**src/rtl/sc_rx_pkg.sv**
```systemverilog
package sc_rx_pkg;
  // Per-character outcome computed by the decision stage.
  typedef struct packed {
    logic nack;      // ask for a repetition
    logic accept;    // byte goes up as received
    logic hit_limit; // repetition limit reached
    logic bad;       // parity error seen
  } rx_verdict_t;
endpackage

```
**src/rtl/sc_nack_decider.sv**
```systemverilog
module sc_nack_decider
  import sc_rx_pkg::*;
#(
  parameter int ITER_W = 3
) (
  input  logic              clk,
  input  logic              rst_n,
  input  logic              char_done,
  input  logic              parity_ok,
  input  logic              accept_bad,
  input  logic              cap_en,
  input  logic [ITER_W-1:0] rep_limit,
  output rx_verdict_t       verdict
);
  localparam logic [ITER_W-1:0] STEP = ITER_W'(1);

  logic [ITER_W-1:0] run_q, run_d;

  always_comb begin
    verdict = '0;
    run_d   = run_q;
    if (!cap_en) run_d = '0;
    if (char_done) begin
      verdict.bad = !parity_ok;
      if (parity_ok) begin
        verdict.accept = 1'b1;
        run_d          = '0;
      end else if (accept_bad) begin
        verdict.accept = 1'b1;
      end else if (!cap_en) begin
        verdict.nack = 1'b1;
      end else if (run_q < rep_limit) begin
        verdict.nack = 1'b1;
        run_d        = run_q + STEP;
      end else begin
        verdict.accept    = 1'b1;
        verdict.hit_limit = 1'b1;
        run_d             = '0;
      end
    end
  end

  always_ff @(posedge clk or negedge rst_n) begin
    if (!rst_n) run_q <= '0;
    else        run_q <= run_d;
  end
endmodule

```
**src/rtl/sc_err_tally.sv**
```systemverilog
module sc_err_tally #(
  parameter int CNT_W = 8
) (
  input  logic             clk,
  input  logic             rst_n,
  input  logic             bump,
  input  logic             rd,
  output logic [CNT_W-1:0] count
);
  localparam logic [CNT_W-1:0] TOP  = '1;
  localparam logic [CNT_W-1:0] STEP = CNT_W'(1);

  logic [CNT_W-1:0] base;

  always_comb base = rd ? '0 : count;

  always_ff @(posedge clk or negedge rst_n) begin
    if (!rst_n)                   count <= '0;
    else if (bump && base != TOP) count <= base + STEP;
    else                          count <= base;
  end
endmodule

```
**src/rtl/sc_rx_status.sv**
```systemverilog
module sc_rx_status (
  input  logic clk,
  input  logic rst_n,
  input  logic set_ready,
  input  logic clr_ready,
  input  logic set_iter,
  input  logic clr_iter,
  input  logic irq_en,
  output logic rx_ready,
  output logic iter_flag,
  output logic irq
);
  always_ff @(posedge clk or negedge rst_n) begin
    if (!rst_n) begin
      rx_ready  <= 1'b0;
      iter_flag <= 1'b0;
    end else begin
      if (set_ready)      rx_ready <= 1'b1;
      else if (clr_ready) rx_ready <= 1'b0;
      if (set_iter)       iter_flag <= 1'b1;
      else if (clr_iter)  iter_flag <= 1'b0;
    end
  end

  assign irq = rx_ready & irq_en;
endmodule

```
**src/rtl/sc_rx_errsig.sv**
```systemverilog
module sc_rx_errsig
  import sc_rx_pkg::*;
#(
  parameter int ITER_W  = 3,
  parameter int TALLY_W = 8
) (
  input  logic               clk,
  input  logic               rst_n,
  input  logic               char_done,
  input  logic               parity_ok,
  input  logic               cfg_accept_bad,
  input  logic               cfg_cap_en,
  input  logic [ITER_W-1:0]  cfg_rep_limit,
  input  logic               cmd_clr_iter,
  input  logic               err_rd,
  input  logic               rx_ack,
  input  logic               irq_en,
  output logic               nack_req,
  output logic               rx_ready,
  output logic               irq,
  output logic               iter_flag,
  output logic [TALLY_W-1:0] err_count
);
  rx_verdict_t verdict;

  sc_nack_decider #(.ITER_W(ITER_W)) u_decide (
    .clk        (clk),
    .rst_n      (rst_n),
    .char_done  (char_done),
    .parity_ok  (parity_ok),
    .accept_bad (cfg_accept_bad),
    .cap_en     (cfg_cap_en),
    .rep_limit  (cfg_rep_limit),
    .verdict    (verdict)
  );

  sc_err_tally #(.CNT_W(TALLY_W)) u_tally (
    .clk   (clk),
    .rst_n (rst_n),
    .bump  (verdict.bad),
    .rd    (err_rd),
    .count (err_count)
  );

  sc_rx_status u_status (
    .clk       (clk),
    .rst_n     (rst_n),
    .set_ready (verdict.accept),
    .clr_ready (rx_ack),
    .set_iter  (verdict.hit_limit),
    .clr_iter  (cmd_clr_iter),
    .irq_en    (irq_en),
    .rx_ready  (rx_ready),
    .iter_flag (iter_flag),
    .irq       (irq)
  );

  always_ff @(posedge clk or negedge rst_n) begin
    if (!rst_n) nack_req <= 1'b0;
    else        nack_req <= verdict.nack;
  end
endmodule

```
**config.mk**
```make
export PLATFORM = sky130hd
export DESIGN_NAME = sc_rx_errsig
export DESIGN_NICKNAME = d
export VERILOG_FILES = /design/src/rtl/sc_rx_pkg.sv /design/src/rtl/sc_nack_decider.sv /design/src/rtl/sc_err_tally.sv /design/src/rtl/sc_rx_status.sv /design/src/rtl/sc_rx_errsig.sv
export SDC_FILE = /design/constraint.sdc
export NUM_CORES = 1
export LEC_CHECK = 0
export BUFFER_PORTS_ARGS = -buffer_cell sky130_fd_sc_hd__buf_2
export CORE_MARGIN = 8
export CORE_UTILIZATION = 53
export DETAILED_ROUTE_END_ITERATION = 16
export PLACE_DENSITY = 0.84
export SLEW_MARGIN = 10
export SYNTH_ARGS = -nofsm -noshare
export SYNTH_HDL_FRONTEND = slang
export SYNTH_SLANG_ARGS = --single-unit
```
**constraint.sdc**
```tcl
create_clock -name clk -period 4.2 [get_ports clk]
set_clock_uncertainty 0.2 [all_clocks]
set_input_delay 0.42 -clock clk [delete_from_list [all_inputs] [get_ports clk]]
set_output_delay 0.42 -clock clk [all_outputs]
set_load 0.02 [all_outputs]
```
==> qor.yml <==
finalSetupViolCount: 0
cts.clk_slew.worst_paths_ns: 0.08
portBuffers: 24
die-area_um2: 3070
cts_buffers: 3
internal-power_w: 0.000208
ctsRootBufferMaster: "clkbuf_4"
comb_power_share_pct: 14.1
ys_ff_latch: 14
drt-total-wl_um: 1680
holdCritPathClass: "primary input to register"
layout_min_cycle_time_ns: 2.02
setup-tns-final_ns: 0
worstPathArrival_ns: 2.01
antenna_cells: 0
core_area_um2: 1490
drtIter0Drc: 9
die_x_um: 55.4
grt_overflow: 0
io_pins: 25
start_kind: "register"
place_area_um2: 965
power.density_nw_per_um2: 274
swShare_pct: 24.9
synth_seq_area_share_pct: 42.5
drc: 0
final_hold_viol_count: 0
whs_ns: 0.135
post-route-period-util_pct: 48.1
tritoncts: "yes"
cts_buffer_depth: 2
required_ns: 4.19
cts_sinks: 14
initial_core_util_pct: 55.4
num-nets-final: 130
postSynthAreaPerCell_um2: 9.93
detailed_place_hpwl_um: 1330
cap_violations: 0
ys_async_sr_fraction_pct: 100
antenna_found_initial: 0
synth_enable_flop_cells: 0
path_max_fanout: 7
area_growth_syn_to_layout_pct: 22.6
track_usage_pct: 11.1
switching_power_w: 0.0000690
rsz0062_at_grt: "false"
wire_per_inst_um: 13.1
status: "finished clean"
synth_cell_types: 33
grt_pass1_vias: 704
fmax_mhz: 495
leakage_nw: 0.505
clock_latency_ns: 0.27
worstSetupPathType: "register to register"
htreeDepth: 1
fin_area_um2: 1010
yosysWarnings: 0
cts_setup_buffers: 0
nFillCells: 139
slew_headroom_pct: 69.6
synth_cells: 83
viasPerCell: 5.45
rows: 14
worst_slew_pin_slew_ns: 0.453
antenna_left: 0
syn-cell-area_um2: 825
layout-drive-gt1-share_pct: 29.5
grt_pass1_wl_um: 2930
synthFlopType: "dfrtp_1"
grt_max_degree: 15
die_h_um: 55.4
vias: 698
drt_pass1_iterations: 4
globalplace.congestion: 0.805
endpoint_kind: "register"
sequentialPowerShare_pct: 51.2
ir_worst_vdd_uv: 226
drv_slew: 0
power_frac_clock_pct: 34.7
syn_nets: 100
[synthesized netlist by cell type (2+ instances only)]
master	n	share of area, %
a21oi_1	5	3.0
and2b_1	4	3.6
dfrtp_1	14	42
ha_1	4	6.1
inv_1	7	3.2
nand2_1	7	3.2
nand2b_1	4	3.0
nand3_1	4	2.4
nor2_1	2	0.91
nor2b_1	3	2.3
o21ai_0	3	1.8
o22ai_1	2	1.5
or3_1	2	1.5
xnor2_1	3	3.2
[power groups by stage]
| stage | registers [W] | clock network [W] | logic (W) |
|---|---|---|---|
| global placement | 0.000144 | 0 | 0.0000378 |
| global route | 0.000142 | 0.000102 | 0.0000432 |
| finish | 0.000142 | 0.0000960 | 0.0000389 |
| detailed placement | 0.000145 | 0 | 0.0000386 |
| floorplan | 0.000149 | 0 | 0.0000164 |
| CTS | 0.000142 | 0.0000963 | 0.0000395 |
[through the flow]
stage	cells	worst slack, ns	power (W)	utilization [%]
2_1_floorplan	83	2.20	0.000165	-
3_3_place_gp	123	2.00	0.000182	64.8
3_5_place_dp	123	1.93	0.000183	64.8
4_1_cts	128	2.17	0.000278	67.9
5_1_grt	128	2.07	0.000288	67.9
6_report	128	2.18	0.000277	67.9
[layer usage]
| metal | GRT usage (%) | vias to the layer above | part of all wire [%] |
|---|---|---|---|
| li1 | - | 352 | - |
| met1 | 12.9 | 320 | 48 |
| met2 | 17.3 | 24 | 43 |
| met3 | 5.02 | 2 | 8.3 |
| met4 | 4.23 | 0 | 0.54 |
| met5 | 0 | - | 0 |
[logic make-up (layout without fill, tap and decap cells)]
| group | Yosys count | in the layout | share of synthesized area [%] |
|---|---|---|---|
| AND/OR/NAND/NOR | 33 | 33 | 24.7 |
| AO/OA/AOI/OAI | 19 | 19 | 16.4 |
| flip-flops | 14 | 14 | 42.5 |
| buffers and inverters | 7 | 36 | 3.19 |
| adder cells (fa/ha/maj) | 4 | 4 | 6.07 |
| XOR/XNOR | 3 | 3 | 3.19 |
| multiplexers | 3 | 3 | 3.95 |
[worst paths after layout]
path                                    start                 end  slack (ns)  cells after the start
max                         u_decide.run_q[2]   u_decide.run_q[1]        2.18                      5
min                              cmd_clr_iter  u_status.iter_flag        0.13                      2
max reg2reg                 u_decide.run_q[2]   u_decide.run_q[1]        2.18                      5
min reg2reg                u_status.iter_flag  u_status.iter_flag        0.34                      2
max in group asynchronous               rst_n  u_status.iter_flag        3.20                      2
min in group asynchronous               rst_n   u_decide.run_q[1]        0.37                      2
[placed cells by master (no fill, tap or decap), types with 2 or more instances in the layout]
| master | n |
|---|---|
| a21oi_1 | 5 |
| inv_1 | 7 |
| xnor2_1 | 3 |
| nor2_1 | 2 |
| nand2b_1 | 4 |
| clkbuf_4 | 3 |
| nand3_1 | 4 |
| nand2_1 | 7 |
| and2b_1 | 4 |
| nor2b_1 | 3 |
| o22ai_1 | 2 |
| buf_2 | 24 |
| o21ai_0 | 3 |
| dfrtp_1 | 14 |
| ha_1 | 4 |
| or3_1 | 2 |
[sequential cells by signal, summed over array words and instances, names as in the netlist]
register	cells
u_decide.run_q	3
u_status.rx_ready	1
nack_req	1
u_tally.count	8
u_status.iter_flag	1
[critical path, cell delays in order (launching register included)]
cell      delay, ns
dfrtp_1        0.41
ha_1           0.29
a21oi_1        0.14
o21ai_1        0.18
or4b_1         0.53
a21boi_0       0.19
[what timing repair did]
item | 4_1_cts | 5_1_grt
hold buffers | 1 | 0
endpoints found under the hold margin | 14 | 0
resized for setup | 0 | 0
[layout make-up]
class	instances	area [um2]	area share, %
sequential	14	350	34.7
tap	16	20.0	1.98
clock buffer	4	36.3	3.59
inverter	7	26.3	2.60
timing repair buffer	25	130	12.9
multi-input combinational	62	448	44.3
(Power assumes the default switching activity.)
